`config.mk`:
```
export PLATFORM = sky130hd
export DESIGN_NAME = rqgt_arbiter
export DESIGN_NICKNAME = d
export VERILOG_FILES = /design/src/rtl/rqgt_pkg.sv /design/src/rtl/rqgt_boundary.sv /design/src/rtl/rqgt_fsm.sv /design/src/rtl/rqgt_line_drv.sv /design/src/rtl/rqgt_arbiter.sv
export SDC_FILE = /design/constraint.sdc
export NUM_CORES = 1
export LEC_CHECK = 0
export ABC_AREA = 1
export CORE_AREA = 8 8 45 47
export DETAILED_ROUTE_END_ITERATION = 16
export DIE_AREA = 0 0 53 55
export PLACE_DENSITY = 0.38
export SKIP_CTS_REPAIR_TIMING = 1
export SYNTH_ARGS = -nofsm -noshare
export SYNTH_HDL_FRONTEND = slang
export SYNTH_SLANG_ARGS = --single-unit
```
`constraint.sdc`:
```
create_clock -name clk -period 3.38 [get_ports clk]
set_clock_uncertainty 0.2 [all_clocks]
set_input_delay 0.507 -clock clk [delete_from_list [all_inputs] [get_ports clk]]
set_output_delay 0.507 -clock clk [all_outputs]
set_load 0.1 [all_outputs]
```
`src/rtl/rqgt_pkg.sv`:
```
package rqgt_pkg;
  localparam int PHASE_W = 3;

  localparam logic [PHASE_W-1:0] PH_IDLE = 3'd0;
  localparam logic [PHASE_W-1:0] PH_LAST = 3'd4;

  typedef enum logic [2:0] {
    ST_OWN   = 3'd0,
    ST_PEND  = 3'd1,
    ST_GRANT = 3'd2,
    ST_LENT  = 3'd3,
    ST_RECL  = 3'd4
  } arb_state_t;
endpackage

```
`src/rtl/rqgt_boundary.sv`:
```
module rqgt_boundary
  import rqgt_pkg::*;
#(
  parameter int PW = PHASE_W
) (
  input  logic [PW-1:0] bus_phase,
  output logic          may_grant
);
  always_comb begin
    may_grant = (bus_phase == PW'(PH_IDLE)) || (bus_phase == PW'(PH_LAST));
  end
endmodule

```
`src/rtl/rqgt_fsm.sv`:
```
module rqgt_fsm
  import rqgt_pkg::*;
(
  input  logic       clk,
  input  logic       rst_n,
  input  logic       line_low,
  input  logic       may_grant,
  output arb_state_t state
);
  arb_state_t nxt;

  always_comb begin
    nxt = state;
    unique case (state)
      ST_OWN:   if (line_low) nxt = may_grant ? ST_GRANT : ST_PEND;
      ST_PEND:  if (may_grant) nxt = ST_GRANT;
      ST_GRANT: nxt = ST_LENT;
      ST_LENT:  if (line_low) nxt = ST_RECL;
      ST_RECL:  nxt = ST_OWN;
      default:  nxt = ST_OWN;
    endcase
  end

  always_ff @(posedge clk) begin
    if (!rst_n) state <= ST_OWN;
    else        state <= nxt;
  end

  // grant occupies exactly one clock, then the bus is lent
  assert_grant_one_clk_R2: assert property (@(posedge clk) disable iff (!rst_n)
    state == ST_GRANT |=> state == ST_LENT);

  // a pending request survives every non-boundary phase
  assert_pend_holds_R3: assert property (@(posedge clk) disable iff (!rst_n)
    (state == ST_PEND && !may_grant) |=> state == ST_PEND);

  // reclaim clock always returns to ownership, ignoring the line
  assert_recl_ignores_R6: assert property (@(posedge clk) disable iff (!rst_n)
    state == ST_RECL |=> state == ST_OWN);

  // lent bus only ends through a sampled release
  assert_lent_stays_R8: assert property (@(posedge clk) disable iff (!rst_n)
    (state == ST_LENT && !line_low) |=> state == ST_LENT);
endmodule

```
`src/rtl/rqgt_line_drv.sv`:
```
module rqgt_line_drv
  import rqgt_pkg::*;
(
  input  logic       clk,
  input  logic       rst_n,
  input  arb_state_t state,
  input  logic       line_in,
  output logic       line_o,
  output logic       line_oe,
  output logic       float_o
);
  always_comb begin
    line_oe = (state == ST_GRANT);
    line_o  = !line_oe;
    float_o = (state == ST_GRANT) || (state == ST_LENT);
  end

  // the driver is never enabled two clocks in a row
  assert_drive_one_clk_R4: assert property (@(posedge clk) disable iff (!rst_n)
    line_oe |=> !line_oe);

  // float begins together with the grant pulse
  assert_float_starts_grant_R5: assert property (@(posedge clk) disable iff (!rst_n)
    $rose(float_o) |-> line_oe);

  // float ends only after a low line was sampled
  assert_float_ends_release_R5: assert property (@(posedge clk) disable iff (!rst_n)
    $fell(float_o) |-> !$past(line_in));
endmodule

```
`src/rtl/rqgt_arbiter.sv`:
```
module rqgt_arbiter
  import rqgt_pkg::*;
(
  input  logic               clk,
  input  logic               rst_n,
  input  logic [PHASE_W-1:0] bus_phase,
  input  logic               arb_line_i,
  output logic               arb_line_o,
  output logic               arb_line_oe,
  output logic               bus_float
);
  logic       may_grant;
  arb_state_t state;

  rqgt_boundary #(.PW(PHASE_W)) u_boundary (
    .bus_phase (bus_phase),
    .may_grant (may_grant)
  );

  rqgt_fsm u_fsm (
    .clk       (clk),
    .rst_n     (rst_n),
    .line_low  (!arb_line_i),
    .may_grant (may_grant),
    .state     (state)
  );

  rqgt_line_drv u_drv (
    .clk     (clk),
    .rst_n   (rst_n),
    .state   (state),
    .line_in (arb_line_i),
    .line_o  (arb_line_o),
    .line_oe (arb_line_oe),
    .float_o (bus_float)
  );

  // nothing driven or floated in the clock after reset
  assert_reset_quiet_R1: assert property (@(posedge clk)
    !rst_n |=> (!arb_line_oe && !bus_float));
endmodule

```
==> results of run 1 <==
## tightest hold or removal path, stage by stage (launching register included)
cell     delay [ps]
dfxtp_1         330
nand2_1          90
nor3b_2          40
## metrics by stage
step | setup WS, ps | area, µm² | cells | utilization [%]
after floorplan | 175 | 206 | 31 | -
after global placement | 1610 | 289 | 54 | 20.9
after detailed placement | 1620 | 289 | 54 | 20.9
after CTS | 1390 | 315 | 58 | 22.8
after global routing | 1330 | 315 | 58 | 22.8
final | 1410 | 315 | 58 | 22.8
## area by class of cell
class                      count  area, µm²  area share (%)
tap                           16       20.0            6.35
sequential                     3       60.1            19.0
timing repair buffer           7       62.6            19.8
multi-input combinational     22        120            38.1
clock buffer                   4       26.3            8.33
inverter                       6       26.3            8.33
## worst paths after layout
kind / startpoint / endpoint / slack (ps) / cells past startpoint
worst max register to register: u_fsm.state[0]$_SDFFE_PN0P_ / u_fsm.state[1]$_SDFFE_PN0P_ / 2180 / 5
worst max-delay path: u_fsm.state[1]$_SDFFE_PN0P_ / arb_line_oe / 1410 / 5
worst min register to register: u_fsm.state[0]$_SDFFE_PN0P_ / u_fsm.state[2]$_SDFFE_PN0P_ / 310 / 2
worst min-delay path: u_fsm.state[0]$_SDFFE_PN0P_ / u_fsm.state[2]$_SDFFE_PN0P_ / 310 / 2
## layout by cell type (no fill, tap or decap)
cell	instances
nor2_1	4
buf_4	3
nand3_2	2
clkbuf_4	3
nand2_2	1
clkbuf_1	1
nand4_1	1
nand3_1	1
inv_1	4
nor3b_2	1
o21ai_0	1
dfxtp_1	3
nand2_1	7
a21oi_1	1
clkdlybuf4s50_1	4
inv_2	1
clkinvlp_4	1
nor2_2	3
## per-layer routing
metal	wire length, µm	vias to the layer above
met5	0	-
met4	0	0
met3	66	0
met2	231	6
met1	189	89
li1	-	117
## cells by family after synthesis
group / synth area share [%]
simple gates: 54.3
buf+inv: 11.1
flops: 29.6
compound gates: 4.93
==> metrics.cfg, run 1 <==
[routing]
drtIter0Drc = 0
avgViaCountPerCell = 3.66
routed_wl_um = 487
drt_first_pass_iters = 1
vias = 212
drcViolationCount = 0
antenna_left = 0
wl_per_cell_um = 8.40

[finish]
n_antenna_cell = 0
area_delta_synth_final_pct = 55.6
layout.nets = 49
largest-register = u_fsm.state
layout-drive-gt1-share_pct = 35.7
largestRegisters = u_fsm.state: 3 flops
largest_register_ff_count = 3
fillers = 170

[synthesis]
synthTopCellsByArea = dfxtp_1 (30%), nand2_1 (13%), nand3_2 (9.9%)
synth_top_cell_by_area = dfxtp_1
synth_ff_type = dfxtp_1
ys_seq_area_share_pct = 29.6
synth.avg_cell_area_um2 = 6.54
synth_edf_count = 0
yosys_warnings = 0
yosys.cell_count.top_type = nand2_1
ys_seq_elements = 3
synth_top_cells_by_count = nand2_1 (7), inv_1 (5), nor2_1 (4)
synth.net_count = 37
synthCells = 31
synth_top_area_share_pct = 29.6
syn_area_um2 = 203
ys_async_sr_fraction_pct = 0
yosysUniqueCellTypes = 13

[global_routing]
grt_pass1_wl_um = 910
grt_usage_pct = 4.31
grt_overflow_total = 0
grt_pass1_vias = 249
grt_max_degree = 6
grt_use_met3_pct = 2.41
gr-max-usage-layer = met2
use_met1_pct = 3.49
antenna_found_initial = 0
use_met2_pct = 7.42

[floorplan]
floorplan.rows = 14
die_h_um = 55
dieArea_um2 = 2920
start_util_pct = 14.6
die_w_um = 53
core_um2 = 1380
ios = 9

[cts]
clk_pin_slew_ps = 30
cts_sinks = 3
cts.htree.levels = 1
cts_buffer_depth = 2
cts_tree = done
clk-insertion-delay-late_ps = 230
cts_made_buffers = 3
cts_root_buf = clkbuf_4

[place]
hpwl_um = 436
portBuffers = 7
place.gp.congestion = 0.629

[timing]
whs_ps = 311
totalNegativeSetupSlack_ps = 0
setup-violations-final = 0
finalHoldViolations = 0
slew_viol_final = 0
relSlewSlack_pct = 81.5
rsz0062_at_grt = false
fmax_mhz = 509
worst_slew_pin_slew_ps = 280
period_needed_ps = 1970
fin_crit_sh_pct = 58.2

[critical_path]
crit_buf_inv = 3
slowest_stage = dfxtp_1
worstPathArrival_ps = 1260
crit_path_max_fanout = 3
crit_type = reg -> out
start_kind = register
cp.required_ps = 2670
slowest_delay_ps = 390
worstPathCellList = inv_2 > nor2_2 > nand2_2 > clkinvlp_4 > buf_4
cpLargestDelayFamily = buffers and inverters
end_kind = output pin

[min_path]
hp-class = reg -> reg

[status]
status = complete, no violations

[job]
drv_cap = 0

Power of run 1 is left out: the tool's default activity adds up to more than one toggle a clock period on the data nets, which glitch-free logic cannot reach.
==> run 2, diff against run 1 <==
--- a/config.mk
+++ b/config.mk
@@ -9,7 +9,7 @@
 export CORE_AREA = 8 8 45 47
 export DETAILED_ROUTE_END_ITERATION = 16
 export DIE_AREA = 0 0 53 55
-export PLACE_DENSITY = 0.38
+export PLACE_DENSITY = 0.4
 export SKIP_CTS_REPAIR_TIMING = 1
 export SYNTH_ARGS = -nofsm -noshare
 export SYNTH_HDL_FRONTEND = slang
==> constraint.sdc (replaced) <==
create_clock -name clk -period 1.8 [get_ports clk]
set_clock_uncertainty 0.2 [all_clocks]
set_input_delay 0.27 -clock clk [delete_from_list [all_inputs] [get_ports clk]]
set_output_delay 0.27 -clock clk [all_outputs]
set_load 0.1 [all_outputs]
==> run 2 against run 1 <==
  * Non-clock buffer count unchanged
  * Hold slack got worse by 4.4 ps
  * Critical path depth stayed put
  * Highest routed layer is now met4
==> metrics.cfg, run 2 (synthesized netlist as in run 1, its figures left out) <==
[status]
status = complete, no violations  ; unchanged

[routing]
drt_first_pass_iters = 2  ; was 1
drcViolationCount = 0  ; unchanged
drtIter0Drc = 2  ; was 0
vias = 210  ; was 212
wl_per_cell_um = 8.38  ; was 8.40 µm
antenna_left = 0  ; unchanged
avgViaCountPerCell = 3.62  ; was 3.66
routed_wl_um = 486  ; was 487 µm

[place]
hpwl_um = 422  ; was 436 µm
placed_area_um2 = 347  ; was 289 µm²
place.gp.congestion = 0.741  ; was 0.629
pre_cts_ws_ps = 248  ; was 1620 ps
portBuffers = 7  ; unchanged

[critical_path]
startpoint = u_fsm.state[1]$_SDFFE_PN0P_  ; unchanged
rrSetupSlack_ps = 550  ; was 2180 ps
crit_path_end = arb_line_oe  ; unchanged
r2r-end = u_fsm.state[1]$_SDFFE_PN0P_  ; unchanged
crit_type = reg -> out  ; unchanged
worstReg2RegStart = u_fsm.state[0]$_SDFFE_PN0P_  ; unchanged
crit_path_max_fanout = 3  ; unchanged
start_kind = register  ; unchanged
end_kind = output pin  ; unchanged
slowest_delay_ps = 340  ; was 390 ps
cp.required_ps = 1330  ; was 2670 ps
slowest_stage = dfxtp_2  ; was dfxtp_1
worstPathArrival_ps = 1190  ; was 1260 ps
worstPathCellList = inv_2 > nor2_4 > nand2_8 > clkinvlp_4 > buf_12  ; was inv_2 > nor2_2 > nand2_2 > clkinvlp_4 > buf_4
reg2reg_depth = 5  ; unchanged

[finish]
layout-drive-gt1-share_pct = 38.1  ; was 35.7%
n_antenna_cell = 0  ; unchanged
largest_register_ff_count = 3  ; unchanged
fin_area_um2 = 373  ; was 315 µm²
layout.nets = 49  ; unchanged
fillers = 154  ; was 170
final_util_pct = 26.9  ; was 22.8%
mostFrequentLayoutCells = nand2_1 (7), inv_1 (4), nor2_1 (4), clkdlybuf4s50_1 (4)  ; unchanged
multi_input_area_um2 = 139  ; was 120 µm²
layout_commonest_cell = nand2_1  ; unchanged
largest-register = u_fsm.state  ; unchanged
area_delta_synth_final_pct = 84.0  ; was 55.6%
largestRegisters = u_fsm.state: 3 flops  ; unchanged
final-seq-area_um2 = 61.3  ; was 60.1 µm²

[timing]
relSlewSlack_pct = 84.6  ; was 81.5%
slew_viol_final = 0  ; unchanged
setup-violations-final = 0  ; unchanged
whs_ps = 306  ; was 311 ps
postLayoutSetupSlackWorst_ps = 142  ; was 1410 ps
rsz0062_at_grt = false  ; unchanged
fmax_mhz = 603
finalHoldViolations = 0  ; unchanged
period_needed_ps = 1660
fin_crit_sh_pct = 92.1
worst_slew_pin_slew_ps = 230  ; was 280 ps

[power]
vdd_drop_max_uv = 715
power_density_nw_per_um2 = 2150
leakage_nw = 0.159

[global_routing]
antenna_found_initial = 0  ; unchanged
grt_pass1_wl_um = 862  ; was 910 µm
grt_overflow_total = 0  ; unchanged
grt_pass1_vias = 229  ; was 249
grt_max_degree = 6  ; unchanged
grt_usage_pct = 4.20  ; was 4.31%

[cts]
cts_sinks = 3  ; unchanged
cts_root_buf = clkbuf_4  ; unchanged
clk-insertion-delay-late_ps = 230  ; about the same
cts_tree = done  ; unchanged
cts_made_buffers = 3  ; unchanged
cts.htree.levels = 1  ; unchanged
clk_pin_slew_ps = 40  ; was 30 ps
cts_buffer_depth = 2  ; unchanged

[floorplan]
die_h_um = 55  ; unchanged
core_um2 = 1380  ; unchanged
start_util_pct = 14.6  ; unchanged
dieArea_um2 = 2920  ; unchanged
die_w_um = 53  ; unchanged
ios = 9  ; unchanged
floorplan.rows = 14  ; unchanged

[min_path]
hp-class = reg -> reg  ; unchanged

[job]
drv_cap = 0  ; unchanged

[run 2: cell count changes in the layout (fill, tap and decap cells not counted)]
cell,delta
nor2_4,+1
dfxtp_1,-1
nand2_8,+1
nor2_2,-1
buf_4,-3
buf_12,+3
dfxtp_2,+1
nand2_2,-1
[run 2: area by class of cell]
cell class	instances	area share, %
sequential	3	16.4
timing repair buffer	7	26.8
multi-input combinational	22	37.2
clock buffer	4	7.05
tap	16	5.37
inverter	6	7.05
[run 2: how the worst min path moves through the flow]
stage                                              to  slack [ps]                   startpoint  cells after the start
after floorplan           u_fsm.state[0]$_SDFFE_PN0P_         200                        rst_n                      2
after global placement    u_fsm.state[2]$_SDFFE_PN0P_         310  u_fsm.state[0]$_SDFFE_PN0P_                      2
after detailed placement  u_fsm.state[2]$_SDFFE_PN0P_         310  u_fsm.state[0]$_SDFFE_PN0P_                      2
after CTS                 u_fsm.state[2]$_SDFFE_PN0P_         310  u_fsm.state[0]$_SDFFE_PN0P_                      2
after global routing      u_fsm.state[2]$_SDFFE_PN0P_         340  u_fsm.state[0]$_SDFFE_PN0P_                      2
final                     u_fsm.state[2]$_SDFFE_PN0P_         310  u_fsm.state[0]$_SDFFE_PN0P_                      2
[run 2: per-stage QoR]
step                total power [mW]  setup TNS [ps]  instances
finish                         0.803               0         58
global route                   0.857               0         58
CTS                            0.821               0         58
detailed placement             0.695               0         54
global placement               0.700               0         54
floorplan                      0.518            -289         31
[run 2: critical path, delay by kind of cell (launching register included)]
kind | cells | cell delay [ps]
DFF | 1 | 340
buffers and inverters | 3 | 310
and+or+nand+nor | 2 | 290
[run 2: power breakdown]
part	internal (mW)	total [mW]	leakage, nW	switching (mW)
Combinational	0.196	0.574	0.119	0.378
Clock	0.0830	0.116	0.0150	0.0334
Sequential	0.0898	0.113	0.0250	0.0229
[run 2: per-layer routing]
layer,global-route usage [%],vias up,share of wire [%]
met1,4.09,83,48
met3,1.87,2,6.0
met5,0,-,0
met2,6.05,7,43
li1,-,118,-
met4,5.17,0,3.1
(Power assumes the default switching activity.)
==> run 3, diff against run 2 <==
--- a/config.mk
+++ b/config.mk
@@ -9,8 +9,8 @@
 export CORE_AREA = 8 8 45 47
 export DETAILED_ROUTE_END_ITERATION = 16
 export DIE_AREA = 0 0 53 55
-export PLACE_DENSITY = 0.4
-export SKIP_CTS_REPAIR_TIMING = 1
+export DONT_BUFFER_PORTS = 1
+export PLACE_DENSITY = 0.31
 export SYNTH_ARGS = -nofsm -noshare
 export SYNTH_HDL_FRONTEND = slang
 export SYNTH_SLANG_ARGS = --single-unit
==> run 3 against run 2 <==
  * Flip-flop and latch count unchanged
  * Sequential share of layout area up 2.9 points
  * Via count down 0.48%
==> metrics.cfg, run 3 (synthesized netlist as in run 1, its figures left out) <==
[status]
status = complete, no violations  ; unchanged

[timing]
period_needed_ps = 1740  ; was 1660 ps
fin_crit_sh_pct = 96.7  ; was 92.1%
slew_viol_final = 0  ; unchanged
relSlewSlack_pct = 81.4  ; was 84.6%
fmax_mhz = 574  ; was 603 MHz
totalNegativeSetupSlack_ps = 0  ; unchanged
finalHoldViolations = 0  ; unchanged
setup-violations-final = 0  ; unchanged
worst_slew_pin_slew_ps = 281  ; was 230 ps

[finish]
layout_commonest_cell = nand2_1  ; unchanged
area_delta_synth_final_pct = 63.0  ; was 84.0%
n_antenna_cell = 0  ; unchanged
largestRegisters = u_fsm.state: 3 flops  ; unchanged
mostFrequentLayoutCells = nand2_1 (7), nor2_1 (4), inv_1 (3), clkbuf_4 (3), buf_4 (3)  ; was nand2_1 (7), inv_1 (4), nor2_1 (4), clkdlybuf4s50_1 (4)
largest-register = u_fsm.state  ; unchanged
largest_register_ff_count = 3  ; unchanged
layout.cells.non_filler = 56  ; was 58
layout-drive-gt1-share_pct = 45.0  ; was 38.1%
layout.nets = 47  ; was 49
final_util_pct = 23.9  ; was 26.9%

[routing]
wl_per_cell_um = 9.38  ; was 8.38 µm
avgViaCountPerCell = 3.73  ; was 3.62
routed_wl_um = 525  ; was 486 µm
antenna_left = 0  ; unchanged
vias = 209  ; was 210
drcViolationCount = 0  ; unchanged
drt_first_pass_iters = 2  ; unchanged
drtIter0Drc = 1  ; was 2

[floorplan]
die_h_um = 55  ; unchanged
core_um2 = 1380  ; unchanged
dieArea_um2 = 2920  ; unchanged
floorplan.rows = 14  ; unchanged
start_util_pct = 14.6  ; unchanged
die_w_um = 53  ; unchanged
ios = 9  ; unchanged

[global_routing]
grt_pass1_wl_um = 793  ; was 862 µm
grt_pass1_vias = 193  ; was 229
antenna_found_initial = 0  ; unchanged
grt_max_degree = 6  ; unchanged
grt_overflow_total = 0  ; unchanged
grt_usage_pct = 4.15  ; was 4.20%

[cts]
cts_sinks = 3  ; unchanged
clk-insertion-delay-late_ps = 230  ; about the same
cts.htree.levels = 1  ; unchanged
clk_pin_slew_ps = 40  ; about the same
cts_buffer_depth = 2  ; unchanged
cts_tree = done  ; unchanged
cts_root_buf = clkbuf_4  ; unchanged
cts_made_buffers = 3  ; unchanged

[min_path]
holdPathStages = 3  ; was 2
hp-class = in -> reg  ; was reg -> reg
hold_end = u_fsm.state[0]$_SDFFE_PN0P_  ; was u_fsm.state[2]$_SDFFE_PN0P_
min_from = arb_line_i  ; was u_fsm.state[0]$_SDFFE_PN0P_

[critical_path]
start_kind = register  ; unchanged
cp.required_ps = 1330  ; about the same
crit_path_max_fanout = 5  ; was 3
end_kind = output pin  ; unchanged
crit_type = reg -> out  ; unchanged
rrSetupSlack_ps = 500  ; was 550 ps
worstPathArrival_ps = 1270  ; was 1190 ps
worstReg2RegStart = u_fsm.state[0]$_SDFFE_PN0P_  ; unchanged
reg2reg_depth = 5  ; unchanged
r2r-end = u_fsm.state[1]$_SDFFE_PN0P_  ; unchanged

[place]
place.gp.congestion = 0.700  ; was 0.741
dp.cells = 49  ; was 54
hpwl_um = 430  ; was 422 µm
portBuffers = 0  ; was 7

[job]
drv_cap = 0  ; unchanged

-- run 3: through the flow --
step | instance area, µm² | setup slack, ps | hold slack, ps
2_1_floorplan | 226 | -289 | 197
3_3_place_gp | 274 | 274 | 201
3_5_place_dp | 274 | 266 | 204
4_1_cts | 310 | 13.3 | 57.2
5_1_grt | 330 | -7.97 | 62.2
6_report | 330 | 59.0 | 60.5
-- run 3: worst max-delay path by stage --
stage | from | to | slack (ps) | cells after the start
2_1_floorplan | u_fsm.state[1]$_SDFFE_PN0P_ | arb_line_oe | -290 | 4
3_5_place_dp | u_fsm.state[0]$_SDFFE_PN0P_ | arb_line_oe | 270 | 4
6_report | u_fsm.state[0]$_SDFFE_PN0P_ | arb_line_oe | 60 | 4
4_1_cts | u_fsm.state[0]$_SDFFE_PN0P_ | arb_line_oe | 10 | 4
5_1_grt | u_fsm.state[0]$_SDFFE_PN0P_ | arb_line_oe | -8 | 4
3_3_place_gp | u_fsm.state[0]$_SDFFE_PN0P_ | arb_line_oe | 270 | 4
-- run 3: worst max-delay path: stages (launching register included) --
cell        delay (ps)
dfxtp_1            410
inv_2              110
nand2_8            200
clkinvlp_4         140
buf_12             170
-- run 3: area by class of cell --
cell class	count	area, µm²
clock buffers	4	26.3
fillers	159	1050
inverters	6	28.8
multi-input cells	22	139
flip-flops and latches	3	63.8
well taps	16	20.0
repair buffers	5	52.6
-- run 3: what timing repair did --
action	in CTS	in global routing
hold buffers	1	0
resized for setup	0	3
endpoints found under the hold margin	3	0
setup buffers	0	2
endpoints found under the setup margin	0	1
-- run 3: routing by layer --
metal	part of all wire (%)	wire [µm]	global-route usage, %
met5	0	0	0
met3	6.5	34	2.67
met4	0	0	5.17
met2	52	273	5.08
met1	41	217	4.24
Power of run 3 is left out for the same reason.
